File: src/rtl/zbtPkg.sv
`timescale 1ns/1ps
package zbtPkg;
  localparam int LANE_W    = 9;
  localparam int NUM_LANES = 4;
  localparam int WORD_W    = LANE_W * NUM_LANES;

  // strobes from the control pipeline to the storage datapath
  typedef struct packed {
    logic                 wrCommit; // stage-2 write lands this edge
    logic                 rdLoad;   // stage-1 read fills the output register
    logic                 fwd;      // committing write hits the read address
    logic [NUM_LANES-1:0] laneWe;   // lanes enabled for the committing write
  } strobe_t;
endpackage

File: src/rtl/zbtCtrl.sv
`timescale 1ns/1ps
module zbtCtrl
  import zbtPkg::*;
#(
  parameter int ADDR_W = 6
) (
  input  logic                 clk,
  input  logic                 rstN,
  input  logic                 clkEnN,
  input  logic                 ceN1,
  input  logic                 ce2,
  input  logic                 ceN2,
  input  logic                 advLdN,
  input  logic                 rwN,
  input  logic [NUM_LANES-1:0] bwN,
  input  logic [ADDR_W-1:0]    addr,
  output strobe_t              stb,
  output logic [ADDR_W-1:0]    wrAddr,
  output logic [ADDR_W-1:0]    rdAddr,
  output logic                 drive
);
  logic step, selected, loadCmd, newValid, newRd;
  logic burstOn, burstRd;
  logic s1Valid, s1Rd, s2Valid, s2Rd;
  logic [ADDR_W-1:0] s1Addr, s2Addr;
  logic [NUM_LANES-1:0] s1Lanes, s2Lanes;

  always_comb begin
    step     = ~clkEnN;
    selected = ~ceN1 & ce2 & ~ceN2;
    loadCmd  = ~advLdN;
    newValid = loadCmd ? selected : burstOn;
    newRd    = loadCmd ? rwN : burstRd;
  end

  always_ff @(posedge clk or negedge rstN) begin
    if (!rstN) begin
      burstOn <= 1'b0;
      burstRd <= 1'b1;
      s1Valid <= 1'b0;
      s1Rd    <= 1'b1;
      s1Addr  <= '0;
      s1Lanes <= '0;
      s2Valid <= 1'b0;
      s2Rd    <= 1'b1;
      s2Addr  <= '0;
      s2Lanes <= '0;
    end else if (step) begin
      if (loadCmd) begin
        burstOn <= selected;
        burstRd <= rwN;
      end
      s1Valid <= newValid;
      s1Rd    <= newRd;
      s1Addr  <= addr;
      s1Lanes <= ~bwN;
      s2Valid <= s1Valid;
      s2Rd    <= s1Rd;
      s2Addr  <= s1Addr;
      s2Lanes <= s1Lanes;
    end
  end

  always_comb begin
    stb.wrCommit = step & s2Valid & ~s2Rd;
    stb.rdLoad   = step & s1Valid & s1Rd;
    stb.fwd      = stb.wrCommit & (s2Addr == s1Addr);
    stb.laneWe   = s2Lanes;
    wrAddr       = s2Addr;
    rdAddr       = s1Addr;
    drive        = s2Valid & s2Rd;
  end
endmodule

File: src/rtl/zbtDatapath.sv
`timescale 1ns/1ps
module zbtDatapath
  import zbtPkg::*;
#(
  parameter int ADDR_W = 6
) (
  input  logic              clk,
  input  logic              rstN,
  input  strobe_t           stb,
  input  logic [ADDR_W-1:0] wrAddr,
  input  logic [ADDR_W-1:0] rdAddr,
  input  logic [WORD_W-1:0] dIn,
  output logic [WORD_W-1:0] dOut
);
  localparam int DEPTH = 1 << ADDR_W;

  for (genvar g = 0; g < NUM_LANES; g++) begin : gLane
    logic [LANE_W-1:0] laneMem [DEPTH];
    logic [LANE_W-1:0] wrLane, rdLane, outLane;

    assign wrLane = dIn[g*LANE_W +: LANE_W];

    always_ff @(posedge clk) begin
      if (stb.wrCommit && stb.laneWe[g]) laneMem[wrAddr] <= wrLane;
    end

    always_comb rdLane = (stb.fwd && stb.laneWe[g]) ? wrLane : laneMem[rdAddr];

    always_ff @(posedge clk or negedge rstN) begin
      if (!rstN)           outLane <= '0;
      else if (stb.rdLoad) outLane <= rdLane;
    end

    assign dOut[g*LANE_W +: LANE_W] = outLane;
  end
endmodule

File: src/rtl/zbtSram.sv
`timescale 1ns/1ps
module zbtSram
  import zbtPkg::*;
#(
  parameter int ADDR_W = 6
) (
  input  logic                 clk,
  input  logic                 rstN,
  input  logic                 clkEnN,
  input  logic                 ceN1,
  input  logic                 ce2,
  input  logic                 ceN2,
  input  logic                 advLdN,
  input  logic                 rwN,
  input  logic [NUM_LANES-1:0] bwN,
  input  logic [ADDR_W-1:0]    addr,
  input  logic [WORD_W-1:0]    dIn,
  input  logic                 oeN,
  output logic [WORD_W-1:0]    dOut,
  output logic                 dOe
);
  strobe_t stb;
  logic [ADDR_W-1:0] wrAddr, rdAddr;
  logic drive;

  zbtCtrl #(.ADDR_W(ADDR_W)) i_ctrl (
    .clk(clk), .rstN(rstN), .clkEnN(clkEnN), .ceN1(ceN1), .ce2(ce2),
    .ceN2(ceN2), .advLdN(advLdN), .rwN(rwN), .bwN(bwN), .addr(addr),
    .stb(stb), .wrAddr(wrAddr), .rdAddr(rdAddr), .drive(drive)
  );

  zbtDatapath #(.ADDR_W(ADDR_W)) i_data (
    .clk(clk), .rstN(rstN), .stb(stb), .wrAddr(wrAddr), .rdAddr(rdAddr),
    .dIn(dIn), .dOut(dOut)
  );

  assign dOe = drive & ~oeN;
endmodule

File: config.mk
export PLATFORM = sky130hd
export DESIGN_NAME = zbtSram
export DESIGN_NICKNAME = d
export VERILOG_FILES = /design/src/rtl/zbtPkg.sv /design/src/rtl/zbtCtrl.sv /design/src/rtl/zbtDatapath.sv /design/src/rtl/zbtSram.sv
export SDC_FILE = /design/constraint.sdc
export NUM_CORES = 2
export LEC_CHECK = 0
export BUFFER_PORTS_ARGS = -buffer_cell sky130_fd_sc_hd__buf_2
export CAP_MARGIN = 30
export CORE_MARGIN = 2
export CORE_UTILIZATION = 45
export CTS_BUF_LIST = sky130_fd_sc_hd__clkbuf_4
export DETAILED_ROUTE_END_ITERATION = 6
export GPL_TIMING_DRIVEN = 0
export PLACE_DENSITY = 0.67
export REMOVE_ABC_BUFFERS = 1
export SLEW_MARGIN = 0
export SYNTH_ARGS = -nofsm -noshare
export SYNTH_HDL_FRONTEND = slang
export SYNTH_SLANG_ARGS = --single-unit
File: constraint.sdc
create_clock -name clk -period 2.96 [get_ports clk]
set_clock_uncertainty 0.05 [all_clocks]
set_input_delay 0.296 -clock clk [delete_from_list [all_inputs] [get_ports clk]]
set_output_delay 0.296 -clock clk [all_outputs]
set_load 0.02 [all_outputs]
==> flow_metrics.py <==
metrics = {
    "worst_hold_path": {
        "whs_path_depth": 4,
        "min_to": "i_ctrl.wrAddr[3]$_DFFE_PN0N_",
        "worstHoldStart": "clkEnN",
        "hold_path.class": "in2reg",
    },
    "critical_path": {
        "r2r_start": "i_ctrl.wrAddr[0]$_DFFE_PN0N_",
        "slowest_delay_ps": 680,
        "cp_data_arrival_time_ps": 4090,
        "critPathMaxFanout": 10,
        "critPathCaptureType": "flop",
        "path_buf_inv": 1,
        "cp.required_ps": 3820,
        "cpMaxStageDelayCell": "nor3b_2",
        "cp_top_family": "simple AND/OR/NAND/NOR gates",
        "ff2ff_path_depth": 4,
        "cp_cell_sequence": "nor3b_2 > nand2_1 > buf_8 > nor2_2",
        "reg2reg_slack_ps": -270,
        "worstSetupStartpointType": "flop",
        "r2r-end": "i_data.gLane[3].laneMem[49][0]$_DFFE_PP_",
        "critPathKind": "reg2reg",
    },
    "floorplanning": {
        "coreArea_sq_mm": 0.202,
        "die_area_sq_mm": 0.207,
        "io-pin-count": 92,
        "start_util": 0.453,
        "rows": 165,
        "dieWidth_microns": 455,
        "die_h_microns": 455,
    },
    "global_routing": {
        "globalRoute.totalOverflow": 0,
        "grt_start_max_net_pins": 66,
        "grt_pass1_vias": 49400,
        "antenna_found_initial": 4,
        "grt.total_usage": 0.240,
        "grt_pass1_wl_microns": 351000,
    },
    "clock_tree": {
        "path_clk_slew_ps": 70,
        "worstSkewPairLatency_ps": 1360,
        "cts_buffers": 599,
        "root_buffer": "clkbuf_4",
        "cts_tree": "done",
        "clock_sinks": 2364,
        "clk_path_buf_depth": 4,
        "htreeDepth": 6,
    },
    "synth": {
        "synth_area_sq_mm": 0.0915,
        "yosys.area_share.adder": 0,
        "synth.top_cell.area_share": 0.756,
        "ys_ff_latch": 2364,
        "synthDistinctLibCells": 59,
        "yosysTopAreaCell": "edfxtp_1",
        "syn_avg_cell_area_sq_um": 21.6,
        "ys_top_cells_by_area": "edfxtp_1, mux4_2, dfrtp_1",
        "synthXorXnorAreaFrac": 0.000575,
        "synthFlopType": "edfxtp_1",
        "synth_edf_count": 2304,
        "ys_seq_area_frac": 0.773,
        "synth_cells": 4232,
        "synth_top_family_by_area": "multiplexers",
        "synthArstFlopShare": 0.0254,
        "synthSimpleGateAreaFrac": 0.0259,
        "synth_compound_area_frac": 0.0243,
        "synth_mux_area_frac": 0.162,
        "ys_warn_count": 0,
    },
    "route": {
        "ant_nets": 0,
        "wire_per_inst_microns": 30.4,
        "routed_via_density": 5.97,
        "first_iter_violations": 5934,
        "wirelength_microns": 248000,
        "vias": 48600,
        "route.detailed.drc": 9,
        "firstDrtPassIters": 7,
    },
    "placed_design": {
        "hpwlAfterDp_microns": 150000,
        "post-place-ws_ps": -1380,
        "io_buffers": 91,
        "place_congestion": 0.819,
        "placed_cell_area_sq_mm": 0.0968,
    },
    "finish": {
        "utilization": 0.534,
        "area_growth_pct": 18.0,
        "fin_nets": 5145,
        "finalInstanceArea_sq_mm": 0.108,
        "drive_above_1_share": 0.394,
        "nFillCells": 15500,
    },
    "run_status": {
        "status": "finished, violations left",
        "violations": "DRC, setup timing",
    },
    "timing": {
        "maxSlewViolCount": 0,
        "min_period_ps": 3230,
        "fmax_mhz": 310,
        "relSlewSlack": 0.284,
        "worstMarginPinSlew_ps": 1070,
        "setup_violations": 316,
        "fin_ws_ps": -270,
        "hold_viol_final": 0,
        "setup_tns_ps": -24040,
        "post-route-period-util": 1.09,
        "rsz0062_at_grt": "true",
    },
    "power_and_ir_drop": {
        "p_leak_nw": 34.8,
        "peakVddDrop_mv": 0.347,
        "power.total_mw": 71.3,
        "cellPowerDensity_mw_per_mm2": 660,
    },
    "flow_run": {
        "cap_violations": 0,
    },
}
==> sequential cells by signal (all words and copies together), names as in the netlist <==
signal	count
i_ctrl.s2Rd	1
i_data.gLane.outLane	36
i_ctrl.s2Lanes	4
i_ctrl.wrAddr	6
i_ctrl.rdAddr	6
i_ctrl.s2Valid	1
i_data.gLane.laneMem	2304
i_ctrl.burstOn	1
i_ctrl.burstRd	1
i_ctrl.s1Lanes	4
==> power by group <==
group          internal, mW  total (mW)  switching (mW)
combinational          3.22        7.51            4.29
clock                  13.8        26.4            12.6
sequential             37.0        37.4           0.415
total                  54.0        71.3            17.3
==> cell usage after synthesis, drive strengths merged (4+ instances only) <==
master,n
a211oi,10
and3b,4
nor2b,12
a32oi,14
nand4,15
xnor2,6
o22ai,10
mux4,597
o31ai,5
o21ai,18
nand2b,21
mux2,36
clkbuf,116
nor3,13
mux2i,100
dfrtp,58
a21oi,87
edfxtp,2304
nand2,139
buf,133
nor3b,7
nor2,290
nand3,31
a2111oi,5
and2,9
o41ai,13
a22oi,132
==> worst reg2reg max path, cell delays in order (launching register included) <==
cell and delay (ps):
dfrtp_1 580, nor3b_2 680, nand2_1 630, buf_8 350, nor2_2 490
==> routing by layer <==
layer / global-route usage / wire length, microns / vias up
met2: 0.375 / 119000 / 2775
met1: 0.316 / 93500 / 25500
met4: 0.109 / 10700 / 0
li1: - / - / 19800
met5: 0 / 0 / -
met3: 0.0655 / 24700 / 531
==> cell type report <==
type,count,area [sq um],area share
Clock buffer,861,6460,0.0599
Tap cell,2672,3340,0.0310
Sequential cell,2364,70700,0.655
Timing Repair Buffer,506,6260,0.0580
Multi-Input combinational cell,1616,20500,0.190
Inverter,3,27.5,0.000255
Antenna cell,8,20.0,0.000185
Clock inverter,122,633,0.00586
==> cell families (layout without fill, tap and decap cells) <==
family / count (synthesis) / after routing
other cells: 0 / 8
xor+xnor: 6 / 6
mux: 733 / 733
buf+inv: 252 / 1492
flops: 2364 / 2364
simple gates: 554 / 554
compound gates: 323 / 323
==> stage by stage <==
stage               hold WS, ps  std cells
detailed placement          252       6925
global placement            423       6746
finish                      142       8152
global route                117       8151
CTS                        37.8       8126
floorplan                 -49.6       3983
==> worst max path at each step <==
stage                            startpoint                                        to  slack [ps]  cells after the start
2_1_floorplan  i_ctrl.rdAddr[0]$_DFFE_PN0N_    i_data.gLane[0].outLane[1]$_DFFE_PN0P_      -21150                      5
3_3_place_gp   i_ctrl.rdAddr[0]$_DFFE_PN0N_    i_data.gLane[2].outLane[4]$_DFFE_PN0P_      -32890                      5
3_5_place_dp   i_ctrl.rdAddr[0]$_DFFE_PN0N_    i_data.gLane[2].outLane[3]$_DFFE_PN0P_       -1380                      9
4_1_cts        i_ctrl.wrAddr[0]$_DFFE_PN0N_  i_data.gLane[0].laneMem[18][1]$_DFFE_PP_        -360                      3
5_1_grt        i_ctrl.wrAddr[0]$_DFFE_PN0N_  i_data.gLane[3].laneMem[49][6]$_DFFE_PP_        -280                      4
6_report       i_ctrl.wrAddr[0]$_DFFE_PN0N_  i_data.gLane[3].laneMem[49][0]$_DFFE_PP_        -270                      4
==> cell usage in the layout (no fill, tap or decap), types with 7 or more instances in the layout <==
| cell type | count |
|---|---|
| a211oi_1 | 8 |
| a21oi_1 | 82 |
| a22oi_1 | 114 |
| a22oi_2 | 18 |
| a32oi_1 | 14 |
| and2_1 | 7 |
| buf_12 | 65 |
| buf_16 | 45 |
| buf_2 | 93 |
| buf_4 | 107 |
| buf_6 | 25 |
| buf_8 | 16 |
| bufbuf_16 | 17 |
| clkbuf_4 | 861 |
| clkinv_1 | 91 |
| clkinv_2 | 14 |
| dfrtp_1 | 52 |
| diode_2 | 8 |
| dlygate4sd3_1 | 138 |
| edfxtp_1 | 2304 |
| inv_2 | 12 |
| mux2_2 | 35 |
| mux2i_1 | 96 |
| mux4_2 | 597 |
| nand2_1 | 107 |
| nand2_2 | 28 |
| nand2b_1 | 20 |
| nand3_1 | 31 |
| nand4_1 | 15 |
| nor2_1 | 132 |
| nor2_2 | 130 |
| nor2_4 | 28 |
| nor2b_1 | 9 |
| nor3_1 | 7 |
| o21ai_0 | 17 |
| o22ai_1 | 10 |
| o41ai_1 | 7 |
==> timing repair <==
action | 4_1_cts | 5_1_grt
hold buffers | 138 | 2
buffers inserted | 56 | 0
setup endpoints to repair | 1445 | 1726
gates resized for setup | 181 | 116
pin swaps | 12 | 1
cloned | 24 | 0
endpoints found under the hold margin | 2424 | 70
(Power assumes the default switching activity.)
